**config.mk**
```make
export PLATFORM = sky130hd
export DESIGN_NAME = hit_count_readout
export DESIGN_NICKNAME = d
export VERILOG_FILES = /design/src/rtl/hcr_pkg.sv /design/src/rtl/hcr_pend_ctr.sv /design/src/rtl/hcr_seq_ctrl.sv /design/src/rtl/hcr_snapshot.sv /design/src/rtl/hcr_word_mux.sv /design/src/rtl/hit_count_readout.sv
export SDC_FILE = /design/constraint.sdc
export NUM_CORES = 1
export LEC_CHECK = 0
export ABC_CLOCK_PERIOD_IN_PS = 2450
export BUFFER_PORTS_ARGS = -buffer_cell sky130_fd_sc_hd__buf_2
export CORE_UTILIZATION = 25
export CTS_BUF_LIST = sky130_fd_sc_hd__clkbuf_8
export CTS_CLUSTER_SIZE = 8
export DETAILED_ROUTE_END_ITERATION = 16
export GPL_TIMING_DRIVEN = 0
export PLACE_DENSITY = 0.54
export SLEW_MARGIN = 20
export SYNTH_ARGS = -nofsm -noshare
export SYNTH_HDL_FRONTEND = slang
export SYNTH_HIERARCHICAL = 1
export SYNTH_SLANG_ARGS = --single-unit
export TNS_END_PERCENT = 10
```
**constraint.sdc**
```tcl
create_clock -name clk -period 2.45 [get_ports clk]
set_clock_uncertainty 0.15 [all_clocks]
set_input_delay 0.245 -clock clk [delete_from_list [all_inputs] [get_ports clk]]
set_output_delay 0.245 -clock clk [all_outputs]
set_load 0.02 [all_outputs]
```
**src/rtl/hcr_pkg.sv**
```systemverilog
package hcr_pkg;

  localparam int HCR_CNT_W   = 3;
  localparam int HCR_CNT_MAX = 4;
  localparam int HCR_NIB_W   = HCR_CNT_W + 1;
  localparam int HCR_WORD_W  = 32;

  localparam int HCR_BX_W    = 8;
  localparam int HCR_HDW_W   = 10;
  localparam int HCR_L2B_W   = 2;
  localparam int HCR_MID_W   = 9;

  localparam int HDR_BX_LSB   = 0;
  localparam int HDR_HDW_LSB  = 8;
  localparam int HDR_L2B_LSB  = 18;
  localparam int HDR_ZERO_BIT = 20;
  localparam int HDR_SER_BIT  = 21;
  localparam int HDR_TYPE_BIT = 22;
  localparam int HDR_MID_LSB  = 23;

  typedef struct packed {
    logic [HCR_MID_W-1:0] mid;
    logic                 ser;
    logic [HCR_L2B_W-1:0] l2b;
    logic [HCR_HDW_W-1:0] hdw;
    logic [HCR_BX_W-1:0]  bx;
  } hdr_fields_t;

  function automatic logic [HCR_CNT_W-1:0] clamp_cnt(input logic [HCR_CNT_W-1:0] c);
    if (c > HCR_CNT_W'(HCR_CNT_MAX)) return HCR_CNT_W'(HCR_CNT_MAX);
    return c;
  endfunction

  function automatic logic [HCR_NIB_W-1:0] pack_nibble(input logic blocked,
                                                       input logic [HCR_CNT_W-1:0] c);
    return {~blocked, clamp_cnt(c)};
  endfunction

  function automatic logic [HCR_WORD_W-1:0] build_header(input hdr_fields_t f);
    logic [HCR_WORD_W-1:0] h;
    h = '0;
    h[HDR_BX_LSB  +: HCR_BX_W]  = f.bx;
    h[HDR_HDW_LSB +: HCR_HDW_W] = f.hdw;
    h[HDR_L2B_LSB +: HCR_L2B_W] = f.l2b;
    h[HDR_ZERO_BIT]             = 1'b0;
    h[HDR_SER_BIT]              = f.ser;
    h[HDR_TYPE_BIT]             = 1'b1;
    h[HDR_MID_LSB +: HCR_MID_W] = f.mid;
    return h;
  endfunction

endpackage

```
**src/rtl/hcr_pend_ctr.sv**
```systemverilog
module hcr_pend_ctr #(
  parameter int PEND_W = 3
) (
  input  logic clk,
  input  logic rst_n,
  input  logic accept,
  input  logic take,
  output logic has_pend
);
  localparam logic [PEND_W-1:0] PEND_MAX = '1;

  logic [PEND_W-1:0] pend_q;

  always_ff @(posedge clk) begin
    if (!rst_n) begin
      pend_q <= '0;
    end else begin
      case ({accept, take})
        2'b10:   if (pend_q != PEND_MAX) pend_q <= pend_q + 1'b1;
        2'b01:   if (pend_q != '0)       pend_q <= pend_q - 1'b1;
        default: ;
      endcase
    end
  end

  assign has_pend = (pend_q != '0);

  AST_NO_OVERFLOW: assert property (@(posedge clk) disable iff (!rst_n)
    (pend_q == PEND_MAX && accept) |-> take);
  AST_TAKE_HAS_SOURCE: assert property (@(posedge clk) disable iff (!rst_n)
    take |-> (accept || pend_q != '0));

endmodule

```
**src/rtl/hcr_seq_ctrl.sv**
```systemverilog
module hcr_seq_ctrl #(
  parameter int LAST_IDX = 6,
  parameter int ADDR_W   = 3
) (
  input  logic              clk,
  input  logic              rst_n,
  input  logic              req,
  output logic              start,
  output logic              busy,
  output logic [ADDR_W-1:0] idx,
  output logic              hdr_beat,
  output logic              done
);
  localparam logic [ADDR_W-1:0] LAST = ADDR_W'(LAST_IDX);

  logic              busy_q;
  logic [ADDR_W-1:0] idx_q;
  logic              done_q;

  assign start    = !busy_q && req;
  assign hdr_beat = busy_q && (idx_q == LAST);

  always_ff @(posedge clk) begin
    if (!rst_n) begin
      busy_q <= 1'b0;
      idx_q  <= '0;
      done_q <= 1'b0;
    end else begin
      done_q <= hdr_beat;
      if (start) begin
        busy_q <= 1'b1;
        idx_q  <= '0;
      end else if (busy_q) begin
        if (idx_q == LAST) begin
          busy_q <= 1'b0;
          idx_q  <= '0;
        end else begin
          idx_q <= idx_q + 1'b1;
        end
      end
    end
  end

  assign busy = busy_q;
  assign idx  = idx_q;
  assign done = done_q;

  AST_ADDR_STEP: assert property (@(posedge clk) disable iff (!rst_n)
    (busy_q && idx_q != LAST) |=> (busy_q && idx_q == $past(idx_q) + 1'b1));
  AST_START_AT_ZERO: assert property (@(posedge clk) disable iff (!rst_n)
    start |=> (busy_q && idx_q == '0));
  AST_DONE_AFTER_HDR: assert property (@(posedge clk) disable iff (!rst_n)
    hdr_beat |=> (done_q && !busy_q));
  AST_DONE_ONLY_AFTER_HDR: assert property (@(posedge clk) disable iff (!rst_n)
    done_q |-> $past(hdr_beat));

endmodule

```
**src/rtl/hcr_snapshot.sv**
```systemverilog
module hcr_snapshot
  import hcr_pkg::*;
#(
  parameter int NUM_CH = 48
) (
  input  logic                        clk,
  input  logic                        rst_n,
  input  logic                        load,
  input  logic [NUM_CH*HCR_CNT_W-1:0] cnt_in,
  input  logic [NUM_CH-1:0]           mask_in,
  input  hdr_fields_t                 hdr_in,
  output logic [NUM_CH*HCR_CNT_W-1:0] cnt_q,
  output logic [NUM_CH-1:0]           mask_q,
  output hdr_fields_t                 hdr_q
);

  always_ff @(posedge clk) begin
    if (!rst_n) begin
      cnt_q  <= '0;
      mask_q <= '0;
      hdr_q  <= '0;
    end else if (load) begin
      cnt_q  <= cnt_in;
      mask_q <= mask_in;
      hdr_q  <= hdr_in;
    end
  end

endmodule

```
**src/rtl/hcr_word_mux.sv**
```systemverilog
module hcr_word_mux
  import hcr_pkg::*;
#(
  parameter int NUM_CH = 48,
  parameter int NUM_CW = 6,
  parameter int ADDR_W = 3
) (
  input  logic                        clk,
  input  logic                        rst_n,
  input  logic                        en,
  input  logic                        sel_hdr,
  input  logic [ADDR_W-1:0]           idx,
  input  logic [NUM_CH*HCR_CNT_W-1:0] cnt,
  input  logic [NUM_CH-1:0]           mask,
  input  hdr_fields_t                 hdr,
  output logic [HCR_WORD_W-1:0]       data
);
  localparam int NIB_PER_WORD = HCR_WORD_W / HCR_NIB_W;

  logic [HCR_WORD_W-1:0] cw [NUM_CW];
  logic [HCR_WORD_W-1:0] hdr_word;

  for (genvar w = 0; w < NUM_CW; w++) begin : g_word
    for (genvar n = 0; n < NIB_PER_WORD; n++) begin : g_nib
      localparam int CH = w * NIB_PER_WORD + n;
      assign cw[w][n*HCR_NIB_W +: HCR_NIB_W] =
        pack_nibble(mask[CH], cnt[CH*HCR_CNT_W +: HCR_CNT_W]);

      AST_NIB_RANGE: assert property (@(posedge clk) disable iff (!rst_n)
        cw[w][n*HCR_NIB_W +: HCR_CNT_W] <= HCR_CNT_W'(HCR_CNT_MAX));
    end
  end

  assign hdr_word = build_header(hdr);

  always_comb begin
    data = '0;
    if (sel_hdr) begin
      data = hdr_word;
    end else begin
      for (int k = 0; k < NUM_CW; k++) begin
        if (idx == ADDR_W'(k)) data = cw[k];
      end
    end
  end

  AST_HDR_FIXED_BITS: assert property (@(posedge clk) disable iff (!rst_n)
    (en && sel_hdr) |-> (!data[HDR_ZERO_BIT] && data[HDR_TYPE_BIT]));

endmodule

```
**src/rtl/hit_count_readout.sv**
```systemverilog
module hit_count_readout
  import hcr_pkg::*;
#(
  parameter int NUM_CH = 48,
  parameter int HDW_W  = 7,
  parameter int PEND_W = 3,
  localparam int NIB_PER_WORD = HCR_WORD_W / HCR_NIB_W,
  localparam int NUM_CW       = NUM_CH / NIB_PER_WORD,
  localparam int ADDR_W       = $clog2(NUM_CW + 1)
) (
  input  logic                        clk,
  input  logic                        rst_n,
  input  logic                        l2a_i,
  input  logic [NUM_CH*HCR_CNT_W-1:0] hit_cnt_i,
  input  logic [NUM_CH-1:0]           chan_mask_i,
  input  logic [HCR_BX_W-1:0]         bx_i,
  input  logic [HDW_W-1:0]            hdw_cnt_i,
  input  logic [HCR_L2B_W-1:0]        l2buf_i,
  input  logic                        serial_i,
  input  logic [HCR_MID_W-1:0]        module_id_i,
  output logic                        buf_we_o,
  output logic [ADDR_W-1:0]           buf_addr_o,
  output logic [HCR_WORD_W-1:0]       buf_wdata_o,
  output logic                        done_o
);

  logic              has_pend;
  logic              burst_start;
  logic              burst_busy;
  logic              hdr_beat;
  logic              burst_done;
  logic [ADDR_W-1:0] beat_idx;

  hdr_fields_t                 hdr_live;
  hdr_fields_t                 hdr_snap;
  logic [NUM_CH*HCR_CNT_W-1:0] cnt_snap;
  logic [NUM_CH-1:0]           mask_snap;

  assign hdr_live.bx  = bx_i;
  assign hdr_live.hdw = HCR_HDW_W'(hdw_cnt_i);
  assign hdr_live.l2b = l2buf_i;
  assign hdr_live.ser = serial_i;
  assign hdr_live.mid = module_id_i;

  hcr_pend_ctr #(.PEND_W(PEND_W)) u_pend (
    .clk      (clk),
    .rst_n    (rst_n),
    .accept   (l2a_i),
    .take     (burst_start),
    .has_pend (has_pend)
  );

  hcr_seq_ctrl #(.LAST_IDX(NUM_CW), .ADDR_W(ADDR_W)) u_ctrl (
    .clk      (clk),
    .rst_n    (rst_n),
    .req      (l2a_i || has_pend),
    .start    (burst_start),
    .busy     (burst_busy),
    .idx      (beat_idx),
    .hdr_beat (hdr_beat),
    .done     (burst_done)
  );

  hcr_snapshot #(.NUM_CH(NUM_CH)) u_snap (
    .clk     (clk),
    .rst_n   (rst_n),
    .load    (burst_start),
    .cnt_in  (hit_cnt_i),
    .mask_in (chan_mask_i),
    .hdr_in  (hdr_live),
    .cnt_q   (cnt_snap),
    .mask_q  (mask_snap),
    .hdr_q   (hdr_snap)
  );

  hcr_word_mux #(.NUM_CH(NUM_CH), .NUM_CW(NUM_CW), .ADDR_W(ADDR_W)) u_mux (
    .clk     (clk),
    .rst_n   (rst_n),
    .en      (burst_busy),
    .sel_hdr (hdr_beat),
    .idx     (beat_idx),
    .cnt     (cnt_snap),
    .mask    (mask_snap),
    .hdr     (hdr_snap),
    .data    (buf_wdata_o)
  );

  assign buf_we_o   = burst_busy;
  assign buf_addr_o = beat_idx;
  assign done_o     = burst_done;

  AST_SNAP_STABLE: assert property (@(posedge clk) disable iff (!rst_n)
    burst_busy |=> $stable({cnt_snap, mask_snap, hdr_snap}));
  AST_IDLE_AFTER_RESET: assert property (@(posedge clk) disable iff (!rst_n)
    (!burst_busy && !burst_start) |=> !buf_we_o);

endmodule

```
## Yosys cells after proc, flatten, opt, wreduce, memory -nomap -nowiden

Index checks and enable logic that the tools add are counted.

- $lt $le $gt $ge: 48
- Equality and inequality tests: 11
- Reductions and logical operators: 9
- Muxes and demuxes: 158
- Bitwise logic cells: 49
- Add/sub/neg operators: 3

Operators with widths:

| kind | count |
|---|---|
| two-way mux 3 bit | 99 |
| two-way mux 32 bit | 7 |
| > comparator 3 bit, second input constant | 48 |
| two-way mux 1 bit | 51 |
| NOT 1 bit | 49 |
| equality test 3 bit, second input constant | 3 |
| adder 3 x 1 -> 3 bit, second input constant | 2 |
| equality test 3 x 2 -> 1 bit, second input constant | 2 |
| one-hot mux 3 bit (2 select lines) | 1 |
| equality test 3 x 1 -> 1 bit, second input constant | 1 |
| zero test 3 bit | 1 |
| != test 3 bit, second input constant | 1 |
| AND reduction 3 bit | 1 |
| nonzero test 3 bit | 1 |
| subtractor 3 x 1 -> 3 bit, second input constant | 1 |
| equality test 2 x 1 -> 1 bit, second input constant | 1 |
| equality test 2 bit, second input constant | 1 |
| logical AND 1 bit | 2 |
| != test 2 x 1 -> 1 bit, second input constant | 1 |
| != test 2 bit, second input constant | 1 |
| nonzero test 2 bit | 1 |
| OR reduction 2 bit | 1 |
| zero test 1 bit | 1 |
| logical OR 1 bit | 1 |

- Register bits: 227
- Input port bits: 222
- Output and inout port bits: 37

## Longest topological paths before layout

- Depth after elaboration: 10
- Mapped depth: 9
- Gate-level depth less buffers: 9

## Cells and area by module

Netlist, hierarchy kept.

By module, submodules not included:

| module | cells an instance | instances | area an instance (um^2) |
|---|---|---|---|
| hcr_snapshot | 715 | 1 | 8453.1 |
| hcr_word_mux | 350 | 1 | 2234.6 |
| hcr_seq_ctrl | 23 | 1 | 220.2 |
| hcr_pend_ctr | 26 | 1 | 217.7 |
| hit_count_readout | 2 | 1 | 10.0 |

## Worst setup path after synthesis

No wires, ideal clock.

- Path kind: register to output
- From: reg u_ctrl.idx_q[1], in the netlist u_ctrl/idx[1]
- To: out buf_wdata_o[5]
- Slack: 0.074 ns
- Data arrival time: 1.981 ns
- Required time: 2.055 ns
- Cell stages (with the launch flop): 7
- Path through: dfxtp_1 -> nand2_1 -> nor3b_2 -> clkbuf_1 -> clkbuf_1 -> clkbuf_1 -> o221ai_1

RTL lines:

| element | RTL line | text |
|---|---|---|
| start: declaration | hcr_seq_ctrl.sv:17 | `logic [ADDR_W-1:0] idx_q;` |
| start signal: assignment | hcr_seq_ctrl.sv:38 | `idx_q <= idx_q + 1'b1;` |
| equality test 3 bit | hcr_seq_ctrl.sv:21 | `assign hdr_beat = busy_q && (idx_q == LAST);` |
| logical AND 1 bit | hcr_seq_ctrl.sv:21 |  |
| named net hdr_beat | hit_count_readout.sv:30 | `logic hdr_beat;` |
| two-way mux 32 bit | hcr_word_mux.sv:38 | `if (sel_hdr) begin` |
| end: declaration | hit_count_readout.sv:23 | `output logic [HCR_WORD_W-1:0] buf_wdata_o,` |

The timed path passes the listed nets, and every way through them passes these cells.

## Worst setup path in the final report

- From: reg u_ctrl.idx_q[1], in the netlist u_ctrl/idx[1]
- To: out buf_wdata_o[1]

- Longest elaborated chain between the ends: 8

Ends and longest elaborated chain:

| element | RTL line | text |
|---|---|---|
| zero test 3 bit | hcr_word_mux.sv:42 | `if (idx == ADDR_W'(k)) data = cw[k];` |
| two-way mux 32 bit (6 in a row) | hcr_word_mux.sv:42 |  |
| two-way mux 32 bit * | hcr_word_mux.sv:38 |  |

Mark *: on every way between the ends. The rest lies on a longest branch, timed or not.

==> results.md <==
* Chip Width at around 210 µm
* Initial DRT Pass Iterations at 6
* Post-DP HPWL at approximately 34 mm
* GR Overflow Total at 0
* Core ar. at 43,500 µm²
* Sequential element share of the synthesized area at around two fifths
* Synth Flop Type: dfxtp_1
* Hold Path Sink: u_snap/mask_q[3]
* Rows at 76
* Worst r2r src: u_pend/pend_q[2]
* Post-synthesis async set-or-reset flop share at 0%
* WL/cell at between 20 and 25 µm
* Setup TNS at -7850 ps
* Cell Pwr Density at between 700 and 800 nW/µm²
* Die Area at 45,400 µm²
* Final WL at between 40 and 50 mm
* Clk_lat worst skew at between 500 and 600 ps
* Layout cells sized above 1 at 29.2%
* Switching Fraction at 33.4%
* Origin of the worst setup path: u_ctrl/idx[1]
* Sink Count at 230
* Number of synthesized flops with an enable pin at 0
* Worst hold path type: in -> reg
* #FFs+latches synth at 230
* Rel. slew slack at between 50% and 60%
* Io pins at approximately 260
* Nets at roughly 1,900
* Final ANT Viol Nets at 0
* Cells on worst reg2reg path at 9
* CP Capture Type: output pin
* R2R Path End: u_pend/pend_q[2]
* Die H at around 210 µm
* Cell Count Post-Placement at 1,961
* Maximum clock path buffer count at 3
* Largest net degree at the start of global routing at 16
* Synth Cell Area at between 10,000 and 15,000 µm²
* Fillers at approximately 4,300
* DRC Markers at 0
* VDD IR max at between 0.0003 and 0.0004 V
* Hold depth at 4
* WP data arrival at ~2400 ps
* Max Clk Rate at between 300 and 400 MHz
* Worst reg2reg setup slack at between 100 and 150 ps
* Slew Limit Fails at 0
* Failing checks: setup timing
* CP Class: reg -> out
* RSZ-0062 raised after global routing: true
* Internal Power at around 8 mW
* Period utilization at 112%
* GP Congestion at 0.886
* Switching Power at roughly 4 mW
* Startpoint types: register
* Port buffer count at 258
* CP Max Fanout at 12
* H-tree Lvls at 2
* Clock transition at path regs at roughly 60 ps
* Seq pwr share at around two fifths
* Initial DRC Count at between 600 and 700
* GR Util All Layers at 20.9%
* Avg Synthesized Cell Area at approximately 10 µm²
* Reg area at 4620 µm²
* Initial antenna violation count at 2
* Via density at 4.51
* Comb power frac at between 30% and 40%
* Area delta synth->final at 53.9%
* Mapped Cells at between 1,000 and 1,500
* Fin cells at 2,278
* Cell variety after synth at 68
* Slew @ Worst Pin at roughly 730 ps
* Synth warn at 6
* Req. time, crit path at roughly 2000 ps
* Vias at 10,278
* Clock share of power at ~30%
* Final setup viols at 32
* CTS Buf Count at 44
* Multi-input logic area at about 6300 µm²
* First-pass GRT wire length at about 67 mm
* Final Critical Period at about 2800 ps
* Via count of the first global-routing pass at between 10,000 and 15,000
* Initial Util at ~26%
* Hold_sp: chan_mask_i[3]
* Status: complete, but fails checks
* Leakage power at between 7 and 8 nW
* Root Buffer: clkbuf_8
* Post-route worst setup slack at -302 ps
* Final Hold Fails at 0
* Max Cap Viol at 0
* CTS tree: built
==> critical path, stage by stage, from the launching register on <==
cell       delay, ps
dfxtp_4          380
buf_12           160
or3b_4           410
buf_12           160
nor3b_2          170
nor4_1            90
a2bb2oi_2        240
buf_6            160
==> state kept, by name (all words and copies together) (netlist names) <==
register       count
u_ctrl/idx         3
u_ctrl/done        1
u_ctrl/busy        1
u_pend/pend_q      3
u_snap/mask_q     48
u_snap/cnt_q     144
u_snap/hdr_q      30
==> per-stage QoR <==
step / util (%) / hold slack [ps] / total power, mW / setup WS (ps) / cell area, µm²
floorplan: - / 217 / 6.91 / 74.3 / 11100
global placement: 30.3 / 342 / 8.00 / -1390 / 13200
CTS: 38.7 / 231 / 12.2 / -369 / 16800
detailed placement: 30.3 / 349 / 8.05 / -1400 / 13200
finish: 39.4 / 286 / 12.2 / -302 / 17100
global route: 39.4 / 267 / 12.9 / -378 / 17100
==> cells by family after synthesis <==
group | synth area share, %
adders and majority gates | 0.180
DFF | 41.3
buffers and inverters | 6.07
AOI/OAI and AO/OA | 9.22
and+or+nand+nor | 20.6
muxes | 22.6
other | 0.0337
==> per-layer routing <==
metal	routed length (µm)	global-route usage, %
met5	0	0
met4	1940	9.08
met3	2740	4.16
met2	22300	34.2
met1	21200	26.7
==> area by class of cell <==
cell class                      instances  area share, %
Buffer                                 78           4.55
Timing Repair Buffer                  498           22.1
Multi-Input combinational cell        786           36.8
Sequential cell                       230           26.9
Inverter                               24          0.547
Antenna cell                            2         0.0292
Tap cell                              585           4.27
Clock inverter                         23          0.613
Clock buffer                           52           4.18
==> cells in the mapped netlist, types with 5 or more instances <==
| cell type | n | area [µm²] |
|---|---|---|
| nand2b_1 | 19 | 119 |
| mux2_1 | 6 | 67.6 |
| nor2b_1 | 233 | 1460 |
| a22oi_1 | 6 | 45.0 |
| mux2_2 | 8 | 90.1 |
| buf_6 | 17 | 191 |
| buf_8 | 9 | 135 |
| buf_2 | 14 | 70.1 |
| a211oi_1 | 7 | 52.6 |
| o221ai_1 | 6 | 52.6 |
| nor3b_1 | 17 | 128 |
| a22o_1 | 7 | 61.3 |
| clkbuf_1 | 32 | 120 |
| o21ai_1 | 7 | 35.0 |
| o32ai_1 | 6 | 52.6 |
| mux2i_1 | 233 | 2330 |
| nor2_1 | 30 | 113 |
| buf_4 | 6 | 45.0 |
| dfxtp_1 | 230 | 4600 |
| nand2_1 | 42 | 158 |
| inv_1 | 23 | 86.3 |
| a31oi_1 | 10 | 62.6 |
| o21ai_0 | 16 | 80.1 |
| nor3b_2 | 6 | 75.1 |
| a221oi_1 | 5 | 43.8 |
| a21oi_1 | 53 | 265 |
==> timing repair <==
item / 4_1_cts / 5_1_grt
resized for setup: 130 / 83
pin swaps: 20 / 22
endpoints found under the setup margin: 33 / 34
setup buffers: 15 / 2
hold buffers: 221 / 0
cloned: 4 / 0
endpoints found under the hold margin: 227 / 0
==> placed cells by master, fill, tap and decap left out, types with 4 or more instances in the layout <==
cell type and instances:
dfxtp_1 225, mux2i_1 231, a21oi_2 7, o221ai_1 6
buf_4 36, clkinv_2 5, o21ai_0 9, nor3b_1 6
clkbuf_8 54, nor3b_2 14, o21ai_2 7, buf_2 238
a221oi_1 5, a22oi_1 5, a31oi_1 9, nand2_1 40
dlygate4sd3_1 221, nor2_4 12, inv_1 37, nand2b_1 18
a211oi_1 5, clkbuf_1 22, nand3b_4 4, nor2b_1 230
o21ai_1 7, a21oi_1 46, mux2_1 6, clkbuf_4 6
a22o_1 7, mux2_2 7, buf_6 25, buf_8 15
nor2_2 4, nor2_1 18, buf_12 7
==> power groups by stage <==
stage / logic (mW) / clock network [mW] / registers, mW
5_1_grt: 4.17 / 3.95 / 4.74
3_5_place_dp: 3.32 / 0 / 4.73
6_report: 3.91 / 3.64 / 4.69
2_1_floorplan: 2.36 / 0 / 4.55
4_1_cts: 3.78 / 3.79 / 4.67
3_3_place_gp: 3.28 / 0 / 4.72
==> worst max path at each step <==
stage | slack, ps | endpoint
after global routing | -380 | buf_wdata_o[0]
after detailed placement | -1400 | buf_wdata_o[7]
after global placement | -1390 | buf_wdata_o[7]
after floorplan | 70 | buf_wdata_o[5]
final | -300 | buf_wdata_o[1]
after CTS | -370 | buf_wdata_o[16]
Power figures use the tool's default switching activity.
